### config.mk
export PLATFORM = sky130hd
export DESIGN_NAME = swz_pu_seq
export DESIGN_NICKNAME = d
export VERILOG_FILES = /design/src/rtl/swz_seq_pkg.sv /design/src/rtl/swz_lane_pick.sv /design/src/rtl/swz_idx_map.sv /design/src/rtl/swz_seq_fsm.sv /design/src/rtl/swz_pu_seq.sv
export SDC_FILE = /design/constraint.sdc
export NUM_CORES = 1
export LEC_CHECK = 0
export ABC_AREA = 1
export BUFFER_PORTS_ARGS = -buffer_cell sky130_fd_sc_hd__buf_2
export CAP_MARGIN = 25
export CORE_MARGIN = 5
export CORE_UTILIZATION = 54
export DETAILED_ROUTE_END_ITERATION = 6
export PLACE_DENSITY = 0.82
export SKIP_CTS_REPAIR_TIMING = 1
export SYNTH_ARGS = -nofsm -noshare
export SYNTH_HDL_FRONTEND = slang
export SYNTH_SLANG_ARGS = --single-unit
### constraint.sdc
create_clock -name clk -period 3.32 [get_ports clk]
set_clock_uncertainty 0.05 [all_clocks]
set_input_delay 0.332 -clock clk [delete_from_list [all_inputs] [get_ports clk]]
set_output_delay 0.332 -clock clk [all_outputs]
set_load 0.005 [all_outputs]
### src/rtl/swz_seq_pkg.sv
package swz_seq_pkg;

    localparam int LANES = 4;
    localparam int SELW  = 3;

    typedef enum logic [1:0] {
        ST_IDLE,
        ST_MOVE,
        ST_PAUSE,
        ST_FINI
    } seq_state_e;

    typedef enum logic [2:0] {
        SEL_SKIP = 3'd0,
        SEL_ZERO = 3'd1,
        SEL_ONE  = 3'd2,
        SEL_X    = 3'd3,
        SEL_Y    = 3'd4,
        SEL_Z    = 3'd5,
        SEL_W    = 3'd6,
        SEL_RSVD = 3'd7
    } sel_code_e;

    typedef struct packed {
        logic pack;
        logic unpack;
        logic vf;
    } walk_mode_t;

endpackage

### src/rtl/swz_lane_pick.sv
module swz_lane_pick
    import swz_seq_pkg::*;
(
    input  logic [LANES*SELW-1:0] swiz,
    input  logic [1:0]            pos,
    input  logic [2:0]            src_len,
    output logic [1:0]            lane,
    output logic                  rd,
    output logic                  wr,
    output logic                  cv,
    output logic                  c1
);

    logic [SELW-1:0] sel_arr [LANES];
    logic [SELW-1:0] sel;
    logic            lane_ok;

    for (genvar k = 0; k < LANES; k++) begin : g_split
        assign sel_arr[k] = swiz[k*SELW +: SELW];
    end

    assign sel     = sel_arr[pos];
    assign lane    = sel[1:0] + 2'd1;
    assign lane_ok = ({1'b0, lane} < src_len);

    always_comb begin
        rd = 1'b0;
        wr = 1'b0;
        cv = 1'b0;
        c1 = 1'b0;
        unique case (sel_code_e'(sel))
            SEL_SKIP, SEL_RSVD: ;
            SEL_ZERO: begin
                wr = 1'b1;
                cv = 1'b1;
            end
            SEL_ONE: begin
                wr = 1'b1;
                cv = 1'b1;
                c1 = 1'b1;
            end
            SEL_X, SEL_Y, SEL_Z, SEL_W: begin
                rd = lane_ok;
                wr = lane_ok;
            end
            default: ;
        endcase
    end

endmodule

### src/rtl/swz_idx_map.sv
module swz_idx_map #(
    parameter int VLW  = 5,
    parameter int IDXW = 6
) (
    input  logic [VLW-1:0]  elem,
    input  logic [1:0]      pos,
    input  logic [VLW-1:0]  vl,
    input  logic [2:0]      len,
    input  logic            outer,
    output logic [IDXW-1:0] idx
);

    always_comb begin
        if (outer)
            idx = IDXW'(pos) * IDXW'(vl) + IDXW'(elem);
        else
            idx = IDXW'(elem) * IDXW'(len) + IDXW'(pos);
    end

endmodule

### src/rtl/swz_seq_fsm.sv
module swz_seq_fsm
    import swz_seq_pkg::*;
#(
    parameter int VLW = 5
) (
    input  logic           clk,
    input  logic           rst_n,
    input  logic           start,
    input  logic           vl_zero,
    input  logic           next_step,
    input  logic [VLW-1:0] vl,
    input  logic [2:0]     dst_len,
    input  logic [2:0]     grp_size,
    input  walk_mode_t     mode,
    output logic           mv_valid,
    output logic           done,
    output logic           idle,
    output logic [VLW-1:0] elem,
    output logic [1:0]     pos
);

    seq_state_e     state_q, state_d;
    logic [VLW-1:0] elem_q;
    logic [1:0]     pos_q;
    logic [2:0]     grp_q;
    logic           elem_end, pos_end, last, grp_end;

    assign elem_end = (elem_q == vl - VLW'(1));
    assign pos_end  = ({1'b0, pos_q} == dst_len - 3'd1);
    assign last     = elem_end && pos_end;
    assign grp_end  = (grp_q == grp_size - 3'd1);

    always_comb begin
        state_d = state_q;
        unique case (state_q)
            ST_IDLE:  if (start) state_d = vl_zero ? ST_FINI : ST_MOVE;
            ST_MOVE: begin
                if (last)                     state_d = ST_FINI;
                else if (mode.vf && grp_end)  state_d = ST_PAUSE;
            end
            ST_PAUSE: if (next_step) state_d = ST_MOVE;
            ST_FINI:  if (next_step) state_d = ST_IDLE;
            default:  state_d = ST_IDLE;
        endcase
    end

    always_ff @(posedge clk or negedge rst_n) begin
        if (!rst_n) begin
            state_q <= ST_IDLE;
            elem_q  <= '0;
            pos_q   <= '0;
            grp_q   <= '0;
        end else begin
            state_q <= state_d;
            if (state_q == ST_IDLE && start) begin
                elem_q <= '0;
                pos_q  <= '0;
                grp_q  <= '0;
            end else if (state_q == ST_MOVE) begin
                grp_q <= grp_end ? 3'd0 : grp_q + 3'd1;
                if (mode.unpack) begin
                    if (elem_end) begin
                        elem_q <= '0;
                        pos_q  <= pos_q + 2'd1;
                    end else begin
                        elem_q <= elem_q + VLW'(1);
                    end
                end else begin
                    if (pos_end) begin
                        pos_q  <= '0;
                        elem_q <= elem_q + VLW'(1);
                    end else begin
                        pos_q <= pos_q + 2'd1;
                    end
                end
            end
        end
    end

    always_comb begin
        mv_valid = (state_q == ST_MOVE);
        done     = (state_q == ST_PAUSE) || (state_q == ST_FINI);
        idle     = (state_q == ST_IDLE);
        elem     = elem_q;
        pos      = pos_q;
    end

    // a move and the done indication never coincide
    p_valid_done_excl_r8: assert property (@(posedge clk) disable iff (!rst_n)
        !(mv_valid && done));

    // a start with non-zero length produces a move on the next cycle
    p_start_moves_r8: assert property (@(posedge clk) disable iff (!rst_n)
        (idle && start && !vl_zero) |=> mv_valid);

    // a zero length goes straight to done
    p_vl_zero_r10: assert property (@(posedge clk) disable iff (!rst_n)
        (idle && start && vl_zero) |=> (done && !mv_valid));

    // a pause resumes moving on the external step
    p_pause_resume_r9: assert property (@(posedge clk) disable iff (!rst_n)
        (state_q == ST_PAUSE && next_step) |=> mv_valid);

endmodule

### src/rtl/swz_pu_seq.sv
module swz_pu_seq
    import swz_seq_pkg::*;
#(
    parameter int VL_MAX = 16,
    localparam int VLW   = $clog2(VL_MAX + 1),
    localparam int IDXW  = $clog2(VL_MAX * LANES)
) (
    input  logic                  clk,
    input  logic                  rst_n,
    input  logic                  start,
    input  logic                  next_step,
    input  logic [VLW-1:0]        vl_in,
    input  logic [1:0]            src_len_code,
    input  logic [1:0]            dst_len_code,
    input  logic                  pack_en,
    input  logic                  unpack_en,
    input  logic                  vert_first,
    input  logic [LANES*SELW-1:0] swiz,
    output logic                  mv_valid,
    output logic                  rd_en,
    output logic                  wr_en,
    output logic                  const_valid,
    output logic                  const_one,
    output logic [IDXW-1:0]       src_idx,
    output logic [IDXW-1:0]       dst_idx,
    output logic                  done
);

    logic [VLW-1:0]        vl_q;
    logic [2:0]            src_len_q, dst_len_q;
    walk_mode_t            mode_q;
    logic [LANES*SELW-1:0] swiz_q;

    logic                  idle, fsm_valid, fsm_done;
    logic [VLW-1:0]        elem;
    logic [1:0]            pos, lane;
    logic                  p_rd, p_wr, p_cv, p_c1;
    logic [IDXW-1:0]       s_idx, d_idx;
    logic [2:0]            grp_size;

    always_ff @(posedge clk or negedge rst_n) begin
        if (!rst_n) begin
            vl_q      <= '0;
            src_len_q <= 3'd1;
            dst_len_q <= 3'd1;
            mode_q    <= '0;
            swiz_q    <= '0;
        end else if (idle && start) begin
            vl_q      <= vl_in;
            src_len_q <= {1'b0, src_len_code} + 3'd1;
            dst_len_q <= {1'b0, dst_len_code} + 3'd1;
            mode_q    <= '{pack: pack_en, unpack: unpack_en, vf: vert_first};
            swiz_q    <= swiz;
        end
    end

    always_comb begin
        if (mode_q.pack && mode_q.unpack) grp_size = 3'd1;
        else if (mode_q.pack)             grp_size = dst_len_q;
        else                              grp_size = src_len_q;
    end

    swz_seq_fsm #(.VLW(VLW)) u_fsm (
        .clk       (clk),
        .rst_n     (rst_n),
        .start     (start),
        .vl_zero   (vl_in == '0),
        .next_step (next_step),
        .vl        (vl_q),
        .dst_len   (dst_len_q),
        .grp_size  (grp_size),
        .mode      (mode_q),
        .mv_valid  (fsm_valid),
        .done      (fsm_done),
        .idle      (idle),
        .elem      (elem),
        .pos       (pos)
    );

    swz_lane_pick u_pick (
        .swiz    (swiz_q),
        .pos     (pos),
        .src_len (src_len_q),
        .lane    (lane),
        .rd      (p_rd),
        .wr      (p_wr),
        .cv      (p_cv),
        .c1      (p_c1)
    );

    swz_idx_map #(.VLW(VLW), .IDXW(IDXW)) u_src_map (
        .elem  (elem),
        .pos   (lane),
        .vl    (vl_q),
        .len   (src_len_q),
        .outer (mode_q.pack),
        .idx   (s_idx)
    );

    swz_idx_map #(.VLW(VLW), .IDXW(IDXW)) u_dst_map (
        .elem  (elem),
        .pos   (pos),
        .vl    (vl_q),
        .len   (dst_len_q),
        .outer (mode_q.unpack),
        .idx   (d_idx)
    );

    always_comb begin
        mv_valid    = fsm_valid;
        done        = fsm_done;
        rd_en       = fsm_valid && p_rd;
        wr_en       = fsm_valid && p_wr;
        const_valid = fsm_valid && p_cv;
        const_one   = fsm_valid && p_c1;
        src_idx     = (fsm_valid && p_rd) ? s_idx : '0;
        dst_idx     = fsm_valid ? d_idx : '0;
    end

    // destination index stays inside the destination vector
    p_dst_bound_r2: assert property (@(posedge clk) disable iff (!rst_n)
        mv_valid |-> (int'(dst_idx) < int'(vl_q) * int'(dst_len_q)));

    // a read and a constant never coincide
    p_rd_const_excl_r6: assert property (@(posedge clk) disable iff (!rst_n)
        !(rd_en && const_valid));

    // writes only happen inside a move
    p_wr_needs_move_r6: assert property (@(posedge clk) disable iff (!rst_n)
        wr_en |-> mv_valid);

    // configuration is frozen while not idle
    p_cfg_hold_r11: assert property (@(posedge clk) disable iff (!rst_n)
        !idle |=> ($stable(vl_q) && $stable(swiz_q) && $stable(mode_q)));

endmodule

Word level (Yosys, flattened, before mapping)
Cells that the tools add are included.
{"block": "totals", "wordCells": 99, "output_inout_bits": 18, "in_bits": 28, "ff_bits": 38}
{"block": "classes", "magnitude_cmp": 2, "bitwise": 1, "multipliers": 4, "eq_ne": 17, "n_mux": 33, "n_reduce_logical": 18, "addsub": 13}
{"cell": "two-way mux 5 bit", "n": 5}
{"cell": "two-way mux 6 bit", "n": 4}
{"cell": "two-way mux 2 bit", "n": 11}
{"cell": "two-way mux 3 bit", "n": 7}
{"cell": "adder 6 x 2 -> 6 bit", "n": 2}
{"cell": "adder 6 x 5 -> 6 bit", "n": 2}
{"cell": "multiplier 2 x 5 -> 6 bit", "n": 2}
{"cell": "multiplier 5 x 3 -> 6 bit", "n": 2}
{"cell": "== test 3 bit (second input constant)", "n": 3}
{"cell": "logical AND 1 bit", "n": 8}
{"cell": "one-hot mux 2 bit (4 select lines)", "n": 1}
{"cell": "adder 2 x 1 -> 3 bit (second input constant)", "n": 2}
{"cell": "binary-select mux 3 bit (select 2 bit)", "n": 1}
{"cell": "== test 3 x 2 -> 1 bit (second input constant)", "n": 2}
{"cell": "inequality test 2 bit (second input constant)", "n": 3}
{"cell": "inequality test 3 x 1 -> 1 bit (second input constant)", "n": 2}
{"cell": "subtractor 3 x 1 -> 3 bit (second input constant)", "n": 2}
{"cell": "adder 5 x 1 -> 5 bit (second input constant)", "n": 1}
{"cell": "== test 5 bit", "n": 1}
{"cell": "zero test 5 bit", "n": 1}
{"cell": "subtractor 5 x 1 -> 5 bit (second input constant)", "n": 1}
{"cell": "adder 2 x 1 -> 2 bit (second input constant)", "n": 2}
{"cell": "== test 2 bit (second input constant)", "n": 2}
{"cell": "AND reduction 2 bit", "n": 2}
{"cell": "other kinds (17)", "n": 19}

Logic depth before layout (Yosys ltp)
Gate-level depths: netlist of the first run.
{"block": "logic_depth", "word_depth": 9, "ltp_mapped": 17}

Cells and area by module
A second synthesis of the first run with hierarchy kept.
{"block": "hier_totals", "hier_cells": 637, "area_unflattened_um2": 4201.5}
{"module": "swz_idx_map", "instances": 2, "cells_per_inst": 134, "area_each_um2": 813.3, "seq_area_each_um2": 0.0}
{"module": "swz_pu_seq", "instances": 1, "cells_per_inst": 161, "area_each_um2": 1223.7, "seq_area_each_um2": 653.1}
{"module": "swz_seq_fsm", "instances": 1, "cells_per_inst": 161, "area_each_um2": 1091.0, "seq_area_each_um2": 300.3}
{"module": "swz_lane_pick", "instances": 1, "cells_per_inst": 47, "area_each_um2": 260.2, "seq_area_each_um2": 0.0}

Worst setup path after synthesis of the first run
Ideal clock, no wire load.
{"block": "synth_path", "path_kind": "flip-flop to output port", "start": "register u_fsm.pos_q[0] (netlist: u_fsm.pos[0])", "end": "output port src_idx[5]", "path_buffers": 1, "path_stages_with_launch": 17, "arrival_ps": 3234, "setup_slack_ps": -296, "required_time_ps": 2938, "path_cell_list": "dfrtp_1 buf_6 nand2_1 a32oi_1 inv_1 ha_1 nand2_1 fa_1 inv_1 ha_1 fa_1 a21o_1 a21oi_1 a21oi_1 o21ai_0 nand2_1 nor2_1"}
{"block": "synth_between", "elab_chain_len": 9, "word_cells_on_any_way": 18}
{"element": "start: declaration", "line": "swz_seq_fsm.sv:24", "rtl": "logic [1:0] pos_q;"}
{"element": "start signal: assignment", "line": "swz_seq_fsm.sv:64", "rtl": "pos_q <= pos_q + 2'd1;"}
{"element": "start signal: assignment", "line": "swz_seq_fsm.sv:73", "rtl": "pos_q <= pos_q + 2'd1;"}
{"element": "inverter 2 -> 3 bit (not written as such) *", "line": "swz_lane_pick.sv:22", "rtl": "assign sel = sel_arr[pos];"}
{"element": "binary-select mux 3 bit (select 2 bit) *", "line": "swz_lane_pick.sv:22"}
{"element": "two-way mux 3 bit (not written as such) * (2 in a row)", "line": "swz_lane_pick.sv:22"}
{"element": "adder 2 x 1 -> 2 bit (tied with other cells)", "line": "swz_lane_pick.sv:23", "rtl": "assign lane = sel[1:0] + 2'd1;"}
{"element": "multiplier 2 x 5 -> 6 bit (tied with other cells)", "line": "swz_idx_map.sv:15", "rtl": "idx = IDXW'(pos) * IDXW'(vl) + IDXW'(elem);"}
{"element": "adder 6 x 5 -> 6 bit / two-way mux 1 bit (equally long branches)", "line": "swz_idx_map.sv:15, swz_lane_pick.sv:31"}
{"element": "two-way mux 6 bit / logical AND 1 bit (equally long branches)", "line": "swz_idx_map.sv:14, swz_pu_seq.sv:116"}
{"element": "two-way mux 6 bit *", "line": "swz_pu_seq.sv:116", "rtl": "src_idx = (fsm_valid && p_rd) ? s_idx : '0;"}
{"element": "end: declaration", "line": "swz_pu_seq.sv:24", "rtl": "output logic [IDXW-1:0] src_idx,"}
Mark *: on every way between the ends. The rest lies on a longest branch, timed or not. The select of a mux whose other input is x is not followed.

Final worst setup path of the first run
Same ends and word-level chain as after synthesis.

==> summary.md, run 1 <==
| Metric | Value |
|---|---|
| Status | finished, violations left |
| Failing checks | negative setup slack |
| Synth unique cells | 41 |
| Slowest Stage Delay on Critical Path | 0.50 ns |
| Level count of the clock H-tree | 2 |
| Initial antenna violation count | 0 |
| P_leak | 2.695 nW |
| Clk buf depth | 2 |
| Top-area cell type share of the netlist area | 22.75% |
| Yosys warns | 0 |
| GP Congestion | 0.9328 |
| Crit end category | output port |
| Post-synthesis cell area | 3960 um2 |
| Kind of critical path | reg2out |
| CP startpoint kind | flip-flop |
| Crit-path max FO | 6 |
| TritonCTS clock tree | done |
| Crit path max-delay family | adder cells |
| Flops & latches, synth | 38 |
| Crit path DAT | 3.40 ns |
| Share of cells above drive strength 1 | 22.60% |
| Vias in the first global route | 3752 |
| Main area contributors after synthesis | dfrtp_1 23%, nand2_1 18%, ha_1 13% |
| Wire per inst | 14.04 um |
| Remaining DRCs | 0 |
| I/O pins | 46 |
| Core Footprint | 7214 um2 |
| Post-DRT Antenna Nets | 0 |
| Largest area contributor in the netlist | dfrtp_1 |
| Fin util | 64.83% |
| Maximum vdd drop | 0.6531 mV |
| EDFF count, synth | 0 |
| Fillers | 603 |
| Power Density | 1043 nW/um2 |
| Mean Syn Cell Area | 7.135 um2 |
| Most used cell along the critical path | nand2_1 |
| WP buf/inv | 4 |
| N_diodes | 0 |
| Later-pin clock latency in the skew report | 0.29 ns |
| Full die area | 9146 um2 |
| Final period util | 113.8% |
| Total number of vias | 3807 |
| Iter 0 DRT Violations | 379 |
| HPWL after DPL | 7.631 mm |
| DIE WIDTH | 95.64 um |
| Post-Syn Nets | 643 |
| Final WL | 10.02 mm |
| Cells after synthesis | 555 |
| Max Fclk | 0.2646 GHz |
| Cell chain of the critical path | buf_4 -> nand2_1 -> nand3_1 -> and2_4 -> inv_2 -> ha_4 -> nand2_2 -> fa_1 -> inv_1 -> ha_2 -> fa_2 -> a21o_1 -> a21oi_2 -> a21oi_1 -> o21ai_1 -> nand2_1 -> nor2_1 -> buf_2 |
| Endpoints failing setup | 4 |
| First-pass GRT wire length | 16.28 mm |
| Die Y | 95.64 um |
| Final min period | 3.779 ns |
| Sum Neg Setup Slack | -1.295 ns |
| Synth Flop Type | dfrtp_1 |
| First-pass iteration count of the detailed router | 5 |
| Via density per instance | 5.332 |
| CTS sink cnt | 38 |
| Tightest Pin Transition | 0.8438 ns |
| Max Cap Viol | 0 |
| Clock-pin slew on the worst setup and hold paths | 0.08 ns |
| Root buf cell | clkbuf_8 |
| Hold Crit Class | in2async |
| Synth async-reset ratio | 100.0% |
| P&R area growth vs syn | 18.10% |
| Largest net degree at the start of global routing | 39 |
| Final Slew Violations | 0 |
| Seq/Total Area, Yosys | 24.08% |
| Initial Util | 54.89% |
| Max_slew headroom | 43.74% |
| CTS buffer count | 5 |
| IO buf count | 45 |
| Worst path slowest cell | fa_1 |
| Required @ worst endpoint | 2.94 ns |
| Gr ovfl total | 0 |
| # rows | 31 |
| Total track usage | 22.53% |
| Final hold violations | 0 |
| Final worst slack | -0.4595 ns |
| Unrepaired setup endpoints after global routing | true |
| NumNets Final | 702 |
-- through the flow --
step / power, mW / setup slack [ns] / std cells / cell area [um2] / hold WS (ns)
floorplan: 3.237 / 0.002932 / 555 / 4000 / -0.01359
CTS: 4.657 / -0.4439 / 704 / 4503 / 0.1152
global placement: 3.987 / -0.02801 / 696 / 4360 / 0.4079
global route: 5.396 / -0.7074 / 714 / 4677 / 0.1610
finish: 4.876 / -0.4595 / 714 / 4677 / 0.09205
detailed placement: 4.146 / -0.1186 / 696 / 4360 / 0.4176
-- layer usage --
layer / vias to the layer above / track usage [%] / part of all wire [%]
met1: 1766 / 27.32 / 39
met2: 160 / 40.19 / 51
met5: - / 0 / 0
met4: 0 / 9.123 / 3.6
li1: 1848 / - / -
met3: 33 / 2.762 / 5.9
-- kinds of logic (layout without fill, tap and decap cells) --
family | Yosys count | in the layout | synth area share, %
DFF | 38 | 38 | 24.08
buffers and inverters | 107 | 167 | 11.37
and+or+nand+nor | 273 | 273 | 28.94
AOI/OAI and AO/OA | 56 | 56 | 8.500
xor gates and xnor gates | 18 | 18 | 3.981
adders and majority gates | 60 | 60 | 22.37
muxes | 3 | 3 | 0.7583
-- final cells by class --
cell class / count / area [um2] / share of cell area (%)
inverters: 85 / 324.1 / 6.929
clock inverters: 2 / 60.06 / 1.284
multi-input cells: 410 / 2674 / 57.17
clock buffers: 6 / 82.58 / 1.766
repair buffers: 74 / 451.7 / 9.658
flip-flops and latches: 38 / 960.9 / 20.55
well taps: 99 / 123.9 / 2.648
-- state kept, by name, indices dropped and copies added, names as in the netlist --
register       flops
vl_q               5
dst_len_q          3
u_fsm.pos          2
u_fsm.elem         5
swiz_q            12
mode_q             3
u_fsm.state_q      2
u_fsm.grp_q        3
src_len_q          3
-- cell usage after synthesis, types with 4 or more instances --
library cell / instances
a21oi_1: 12
xor2_1: 11
ha_1: 42
buf_2: 9
dfrtp_1: 36
o21ai_0: 27
nand4_1: 4
fa_1: 18
clkbuf_1: 5
xnor2_1: 7
inv_1: 76
nor2_1: 35
nand2_1: 185
inv_2: 9
buf_4: 6
nand3_1: 33
nor2_4: 4
-- power by group --
part	switching [mW]	leakage, nW	internal, mW
sequential	0.327	0.467	0.682
combinational	1.94	2.16	1.44
clock	0.167	0.0714	0.321
-- worst paths after layout --
kind | start | end | slack [ns] | cells after the start
max in group asynchronous | rst_n | u_fsm.elem[0]$_DFFE_PN0P_ | 2.54 | 1
hold reg to reg | swiz_q[8]$_DFFE_PN0P_ | swiz_q[8]$_DFFE_PN0P_ | 0.44 | 2
min in group clk | dst_len_code[0] | dst_len_q[0]$_DFFE_PN1P_ | 0.17 | 2
hold / removal | rst_n | swiz_q[4]$_DFFE_PN0P_ | 0.09 | 1
setup reg to reg | mode_q[1]$_DFFE_PN0P_ | u_fsm.state_q[0]$_DFFE_PN0P_ | 1.17 | 14
setup / recovery | u_fsm.pos[0]$_DFFE_PN0P_ | src_idx[5] | -0.46 | 18
-- placed cells by master (no fill, tap or decap), drive strengths merged, types with 12 or more instances in the layout --
master  instances
inv            85
a21oi          12
ha             42
nor2           41
o21ai          31
nand3          35
buf            74
fa             18
nand2         186
dfrtp          36
-- worst register-to-register path: cells and delay by family (launching register included) --
| kind | cells | cell delay, ns |
|---|---|---|
| flip-flops | 1 | 0.65 |
| buffers and inverters | 2 | 0.28 |
| AND/OR/NAND/NOR | 11 | 0.88 |
| adder cells (fa/ha/maj) | 1 | 0.21 |
No activity file was read; power rests on OpenSTA's default activity.
==> run 2: changes to the inputs <==
Settings changed: CORE_UTILIZATION 54 to 55, SYNTH_HIERARCHICAL from default to 1.
==> run 2 against run 1 <==
The run still ends with negative setup slack left. Synthesized cell count increased by 15%. Register-to-register slack improved by 0.02 ns. Global-route usage decreased by 1.2 points. Sequential power about the same. Total power increased by 7.0%. Largest power group unchanged. Utilization increased by 4.0 points. Critical path type unchanged. Via count increased by 10%.
==> summary.md, run 2 <==
| Metric | Value |
|---|---|
| I/O pins | 46 (unchanged) |
| Via density per instance | 5.199 (-2.5%) |
| Fillers | 615 (+2.0%) |
| Tightest Pin Transition | 0.9502 ns (+0.1064 ns) |
| Remaining DRCs | 0 (unchanged) |
| Die Y | 97.40 um (+1.8%) |
| Flops & latches, synth | 38 (unchanged) |
| Power Density | 1034 nW/um2 (-0.82%) |
| Crit-path max FO | 5 (-1) |
| TritonCTS clock tree | done |
| Synth unique cells | 33 (-20%) |
| Root buf cell | clkbuf_8 |
| Synth async-reset ratio | 100.0% (unchanged) |
| CP startpoint kind | flip-flop |
| Core Footprint | 7331 um2 (+1.6%) |
| Seq/Total Area, Yosys | 22.69% (-1.4 points) |
| Gr ovfl total | 0 (unchanged) |
| Switching power total | 2.760 mW (+13%) |
| Cell Count, Final, Fillers Out | 808 (+13%) |
| Yosys warns | 6 (+6) |
| Final worst slack | -0.4754 ns (-0.01594 ns) |
| Final period util | 114.3% (+0.48 points) |
| Most common cell in the netlist | nand2_1 |
| Commonest non-fill, non-tap cells in the layout | 222 x nand2_1, 120 x inv_1, 51 x nand3_1, 45 x buf_2, 32 x nor2_1 |
| CTS sink cnt | 38 (unchanged) |
| Full die area | 9487 um2 (+3.7%) |
| Final Slew Violations | 0 (unchanged) |
| Level count of the clock H-tree | 2 (unchanged) |
| Vias in the first global route | 3840 (+2.3%) |
| Post-synthesis cell area | 4202 um2 (+6.1%) |
| Maximum vdd drop | 0.5983 mV (-8.4%) |
| Top-area cell type share of the netlist area | 21.44% (-1.3 points) |
| Largest area contributor in the netlist | dfrtp_1 |
| Required @ worst endpoint | 2.94 ns (about the same) |
| Iter 0 DRT Violations | 195 (-49%) |
| Final hold violations | 0 (unchanged) |
| First-pass iteration count of the detailed router | 5 (unchanged) |
| CTS buffer count | 5 (unchanged) |
| Gate power share | 73.3% (+4.0 points) |
| Commonest cells in the netlist | 235 x nand2_1, 127 x inv_1, 60 x nand3_1 |
| Cells after synthesis | 637 (+15%) |
| GP Congestion | 0.8472 (-9.2%) |
| Unrepaired setup endpoints after global routing | true |
| Int Pwr | 2.457 mW (+0.72%) |
| Slowest Stage Delay on Critical Path | 0.44 ns (-0.06 ns) |
| Max Fclk | 0.2635 GHz (-0.42%) |
| Status | finished, violations left |
| Total track usage | 21.29% (-1.2 points) |
| Sum Neg Setup Slack | -1.563 ns (-0.2685 ns) |
| Synth Flop Type | dfrtp_1 |
| HPWL after DPL | 7.930 mm (+3.9%) |
| WP buf/inv | 8 (+4) |
| Final min period | 3.795 ns (+0.01594 ns) |
| Initial antenna violation count | 0 (unchanged) |
| Max_slew headroom | 36.50% (-7.2 points) |
| Reg with most FFs | swiz_q |
| N_diodes | 0 (unchanged) |
| Clock-pin slew on the worst setup and hold paths | 0.09 ns (about the same) |
| Hold Crit Class | in2async |
| Most used cell along the critical path | nand2_2 |
| Flop pwr share | 19.8% (-0.9 points) |
| NumNets Final | 796 (+13%) |
| P&R area growth vs syn | 20.10% |
| Crit path DAT | 3.41 ns (about the same) |
| Kind of critical path | reg2out |
| Total number of vias | 4201 (+10%) |
| First-pass GRT wire length | 17.15 mm (+5.3%) |
| Final WL | 10.63 mm (+6.1%) |
| Post-DRT Antenna Nets | 0 (unchanged) |
| Most common cell after layout, fill and taps aside | nand2_1 |
| Share of cells above drive strength 1 | 23.55% (+0.95 points) |
| Dpl cells | 791 (+14%) |
| EDFF count, synth | 0 (unchanged) |
| Clk buf depth | 2 (unchanged) |
| P_leak | 3.033 nW (+13%) |
| Later-pin clock latency in the skew report | 0.29 ns (about the same) |
| IO buf count | 45 (unchanged) |
| Max reg flops | 12 (unchanged) |
| Crit path max-delay family | adder cells |
| Max Cap Viol | 0 (unchanged) |
| Main area contributors after synthesis | dfrtp_1 21%, nand2_1 21%, ha_1 13% |
| Failing checks | negative setup slack |
| Worst path slowest cell | fa_1 |
| Cell chain of the critical path | inv_2 -> nand2_2 -> a32oi_2 -> inv_2 -> ha_4 -> nand2_2 -> fa_1 -> inv_1 -> ha_2 -> inv_2 -> fa_2 -> inv_2 -> nand2_2 -> nand2_2 -> a21oi_2 -> inv_1 -> nand2_1 -> nand3_2 -> nand2_2 -> inv_1 -> nor2_1 -> buf_2 |
| Largest net degree at the start of global routing | 39 (unchanged) |
| Mean Syn Cell Area | 6.596 um2 (-7.6%) |
| DIE WIDTH | 97.40 um (+1.8%) |
| Crit end category | output port |
| Clock power share | 6.8% (-3.2 points) |
| # rows | 31 (unchanged) |
| Endpoints failing setup | 4 (unchanged) |
| Switching share of power | 52.91% (+2.9 points) |
| Post-Syn Nets | 725 (+13%) |
| Initial Util | 57.31% (+2.4 points) |
| Wire per inst | 13.16 um (-6.3%) |
==> run 2: cell count changes after synthesis, moves of 6 or more <==
cell and change:
inv_1 +51, nand2_1 +50, o21ai_0 -21, nand3_1 +27
o21ai_1 +9, buf_4 -6
==> run 2: per-layer routing <==
| layer | GRT usage, % | share of wire [%] |
|---|---|---|
| met2 | 37.06 | 51 |
| met1 | 27.15 | 41 |
| met4 | 5.857 | 2.2 |
| met5 | 0 | 0 |
| met3 | 3.661 | 5.8 |
==> run 2: worst paths after layout <==
check / start / end / slack (ns) / depth (start not counted)
max in group asynchronous: rst_n / u_fsm/elem[3]$_DFFE_PN0P_ / 2.55 / 1
worst max register to register: mode_q[1]$_DFFE_PN0P_ / u_fsm/state_q[0]$_DFFE_PN0P_ / 1.19 / 11
worst min-delay path: rst_n / swiz_q[10]$_DFFE_PN0P_ / 0.08 / 1
worst max-delay path: u_fsm/pos[0]$_DFFE_PN0P_ / src_idx[5] / -0.48 / 22
worst min register to register: swiz_q[0]$_DFFE_PN0P_ / swiz_q[0]$_DFFE_PN0P_ / 0.44 / 2
min in group clk: dst_len_code[0] / dst_len_q[0]$_DFFE_PN1P_ / 0.16 / 2
==> run 2: cell type report <==
| class | instances | area, um2 | share of cell area [%] |
|---|---|---|---|
| Timing Repair Buffer | 73 | 450.4 | 8.926 |
| Tap cell | 99 | 123.9 | 2.455 |
| Sequential cell | 38 | 959.7 | 19.02 |
| Clock inverter | 2 | 16.27 | 0.3223 |
| Inverter | 135 | 516.7 | 10.24 |
| Clock buffer | 6 | 82.58 | 1.636 |
| Multi-Input combinational cell | 455 | 2897 | 57.40 |
==> run 2: logic make-up after synthesis <==
group	share of synthesized area (%)
simple gates	36.21
compound gates	3.871
buf+inv	13.37
fa+ha+maj	21.08
mux	0.4765
xor+xnor	2.293
flops	22.69
==> run 2: power groups by stage <==
stage               Combinational (mW)  Clock (mW)  Sequential [mW]
floorplan                         2.36           0            0.957
detailed placement                3.29           0             1.02
finish                            3.83       0.356             1.04
global route                      4.29       0.382             1.07
CTS                               3.34       0.361             1.01
global placement                  3.14           0             1.01
==> run 2: per-stage QoR <==
stage,power (mW),utilization [%],hold slack (ns),cell area (um2),worst slack [ns]
floorplan,3.317,-,-0.01359,4227,0.0006792
global placement,4.151,63.75,0.4078,4673,-0.03230
detailed placement,4.313,63.75,0.4157,4673,-0.1708
CTS,4.712,65.10,0.1163,4772,-0.4908
global route,5.744,68.83,0.1409,5046,-0.6166
finish,5.218,68.83,0.08334,5046,-0.4754
==> run 3: changes to the inputs <==
Settings changed: CELL_PAD_IN_SITES_DETAIL_PLACEMENT from default to 0, CELL_PAD_IN_SITES_GLOBAL_PLACEMENT from default to 2, CORE_UTILIZATION 55 to 30.
==> run 3 against run 2 <==
Worst hold slack gained 0.024 ns. Combinational power shrank 1%. Non-clock buffer count grew 12. Die area grew 74%. The run still ends with negative setup slack left. Register-to-register slack lost 0.04 ns. Wire length grew 0.82%. Final cell count grew 12%. Via count shrank 5.8%. Final area grew 5.3%.
==> summary.md, run 3 (synthesis gave the netlist of run 2 again) <==
| Metric | Value |
|---|---|
| Status | finished, violations left |
| Failing checks | negative setup slack |
| Gr ovfl total | 0 (unchanged) |
| Area of placed instances | 4812 um2 (+3.0%) |
| Hold Crit Class | in2async |
| CTS sink cnt | 38 (unchanged) |
| Reg with most FFs | swiz_q |
| Max_slew headroom | 43.37% (+6.9 points) |
| Commonest non-fill, non-tap cells in the layout | 229 x nand2_1, 121 x inv_1, 58 x nand3_1, 45 x buf_2, 36 x buf_4 |
| RR Startpoint | mode_q[2]$_DFFE_PN0P_ |
| Max Fclk | 0.2767 GHz (+5.0%) |
| Power Total | 5.386 mW (+3.2%) |
| Fin area | 5313 um2 (+5.3%) |
| Initial Util | 30.39% (-27 points) |
| Final min period | 3.614 ns (-0.1815 ns) |
| Post-DRT Antenna Nets | 0 (unchanged) |
| Final period util | 108.9% (-5.5 points) |
| Initial antenna violation count | 0 (unchanged) |
| First-pass iteration count of the detailed router | 4 (-1) |
| NumNets Final | 808 (+1.5%) |
| Tightest Pin Transition | 0.8494 ns (-0.1008 ns) |
| Max reg flops | 12 (unchanged) |
| # rows | 43 (+39%) |
| Crit-path max FO | 6 (+1) |
| GP Congestion | 0.8453 (-0.22%) |
| Endpoints failing setup | 4 (unchanged) |
| FF-to-FF path depth | 13 (+2) |
| R2r setup slk | 1.15 ns (-0.04 ns) |
| Wire per inst | 11.89 um (-9.6%) |
| Fillers | 1502 (+140%) |
| CTS buffer count | 5 (unchanged) |
| Final WL | 10.72 mm (+0.82%) |
| N_diodes | 0 (unchanged) |
| Power Density | 1014 nW/um2 (-1.9%) |
| Root buf cell | clkbuf_16 |
| Core Footprint | 13830 um2 (+89%) |
| Dpl ws | -0.1557 ns (+0.01508 ns) |
| IO buf count | 45 (unchanged) |
| Clock-pin slew on the worst setup and hold paths | 0.06 ns (-0.03 ns) |
| Dpl cells | 877 (+11%) |
| Later-pin clock latency in the skew report | 0.28 ns (about the same) |
| Worst flop-to-flop path endpoint | u_fsm/state_q[1]$_DFFE_PN0P_ |
| Sum Neg Setup Slack | -0.9987 ns (+0.5644 ns) |
| Largest net degree at the start of global routing | 39 (unchanged) |
| First-pass GRT wire length | 18.17 mm (+6.0%) |
| P_leak | 3.145 nW (+3.7%) |
| Required @ worst endpoint | 2.94 ns (about the same) |
| Level count of the clock H-tree | 2 (unchanged) |
| Remaining DRCs | 0 (unchanged) |
| Cell Count, Final, Fillers Out | 901 (+12%) |
| P&R area growth vs syn | 26.44% |
| Share of cells above drive strength 1 | 22.75% (-0.81 points) |
| CP startpoint kind | flip-flop |
| Via density per instance | 4.394 (-15%) |
| Total number of vias | 3959 (-5.8%) |
| Total track usage | 13.38% (-7.9 points) |
| Kind of critical path | reg2out |
| Unrepaired setup endpoints after global routing | true |
| Clk buf depth | 2 (unchanged) |
| Die Y | 128.3 um (+32%) |
| Crit path DAT | 3.23 ns (-0.18 ns) |
| Final Slew Violations | 0 (unchanged) |
| Crit end category | output port |
| Full die area | 16470 um2 (+74%) |
| Final worst slack | -0.2939 ns (+0.1815 ns) |
| TritonCTS clock tree | done |
| Final hold violations | 0 (unchanged) |
| I/O pins | 46 (unchanged) |
| Max Cap Viol | 0 (unchanged) |
| HPWL after DPL | 8.602 mm (+8.5%) |
| Vias in the first global route | 3920 (+2.1%) |
| Iter 0 DRT Violations | 128 (-34%) |
| Maximum vdd drop | 0.4021 mV (-33%) |
| DIE WIDTH | 128.3 um (+32%) |
| Most common cell after layout, fill and taps aside | nand2_1 |
run 3: changes by cell type in the layout (fill, tap and decap cells not counted), moves of 7 or more:
cell / before / now
nand3_1: 51 / 58
nand3_2: 14 / 7
nand2_1: 222 / 229
nand2_2: 19 / 12
buf_4: 25 / 36
run 3: worst max path at each step:
| stage | start | end |
|---|---|---|
| 2_1_floorplan | u_fsm/pos[0]$_DFFE_PN0P_ | src_idx[5] |
| 6_report | u_fsm/pos[0]$_DFFE_PN0P_ | src_idx[5] |
| 3_5_place_dp | u_fsm/pos[0]$_DFFE_PN0P_ | src_idx[5] |
| 4_1_cts | u_fsm/pos[0]$_DFFE_PN0P_ | src_idx[5] |
| 5_1_grt | u_fsm/pos[0]$_DFFE_PN0P_ | src_idx[5] |
| 3_3_place_gp | u_fsm/pos[0]$_DFFE_PN0P_ | src_idx[5] |
run 3: through the flow:
| stage | utilization, % | hold WS [ns] |
|---|---|---|
| after floorplan | - | -0.01359 |
| after global placement | 34.80 | 0.4104 |
| after detailed placement | 34.80 | 0.4168 |
| after CTS | 36.24 | 0.1521 |
| after global routing | 38.42 | 0.1901 |
| final | 38.42 | 0.1073 |
run 3: metal layers:
layer | vias to the layer above | track usage [%] | wire (um)
met5 | - | 0 | 0
li1 | 2091 | - | -
met1 | 1792 | 18.08 | 4901
met4 | 0 | 2.559 | 164
met3 | 11 | 1.785 | 453
met2 | 65 | 23.02 | 5198
run 3: critical path, stage by stage, from the launching register on:
cell,delay (ns)
dfrtp_2,0.44
inv_4,0.09
nand2_2,0.05
a32oi_2,0.23
inv_2,0.08
ha_4,0.29
nand2_2,0.05
fa_1,0.43
inv_1,0.07
ha_2,0.18
inv_2,0.04
fa_2,0.35
inv_2,0.07
nand2_2,0.05
nand2_2,0.07
a21oi_2,0.06
nand2_1,0.05
nand3_1,0.07
nand2_1,0.07
inv_1,0.04
nor2_1,0.06
buf_2,0.12
run 3: cell type report:
| type | instances | area [um2] | area share [%] |
|---|---|---|---|
| repair buffers | 85 | 560.5 | 10.55 |
| well taps | 180 | 225.2 | 4.239 |
| multi-input cells | 455 | 2845 | 53.56 |
| clock inverters | 2 | 60.06 | 1.130 |
| clock buffers | 6 | 138.9 | 2.614 |
| flip-flops and latches | 38 | 963.4 | 18.13 |
| inverters | 135 | 519.2 | 9.774 |
run 3: where the power goes:
part / leakage (nW) / switching [mW] / internal, mW
registers: 0.465 / 0.286 / 0.686
clock network: 0.0971 / 0.186 / 0.451
logic: 2.58 / 2.14 / 1.64
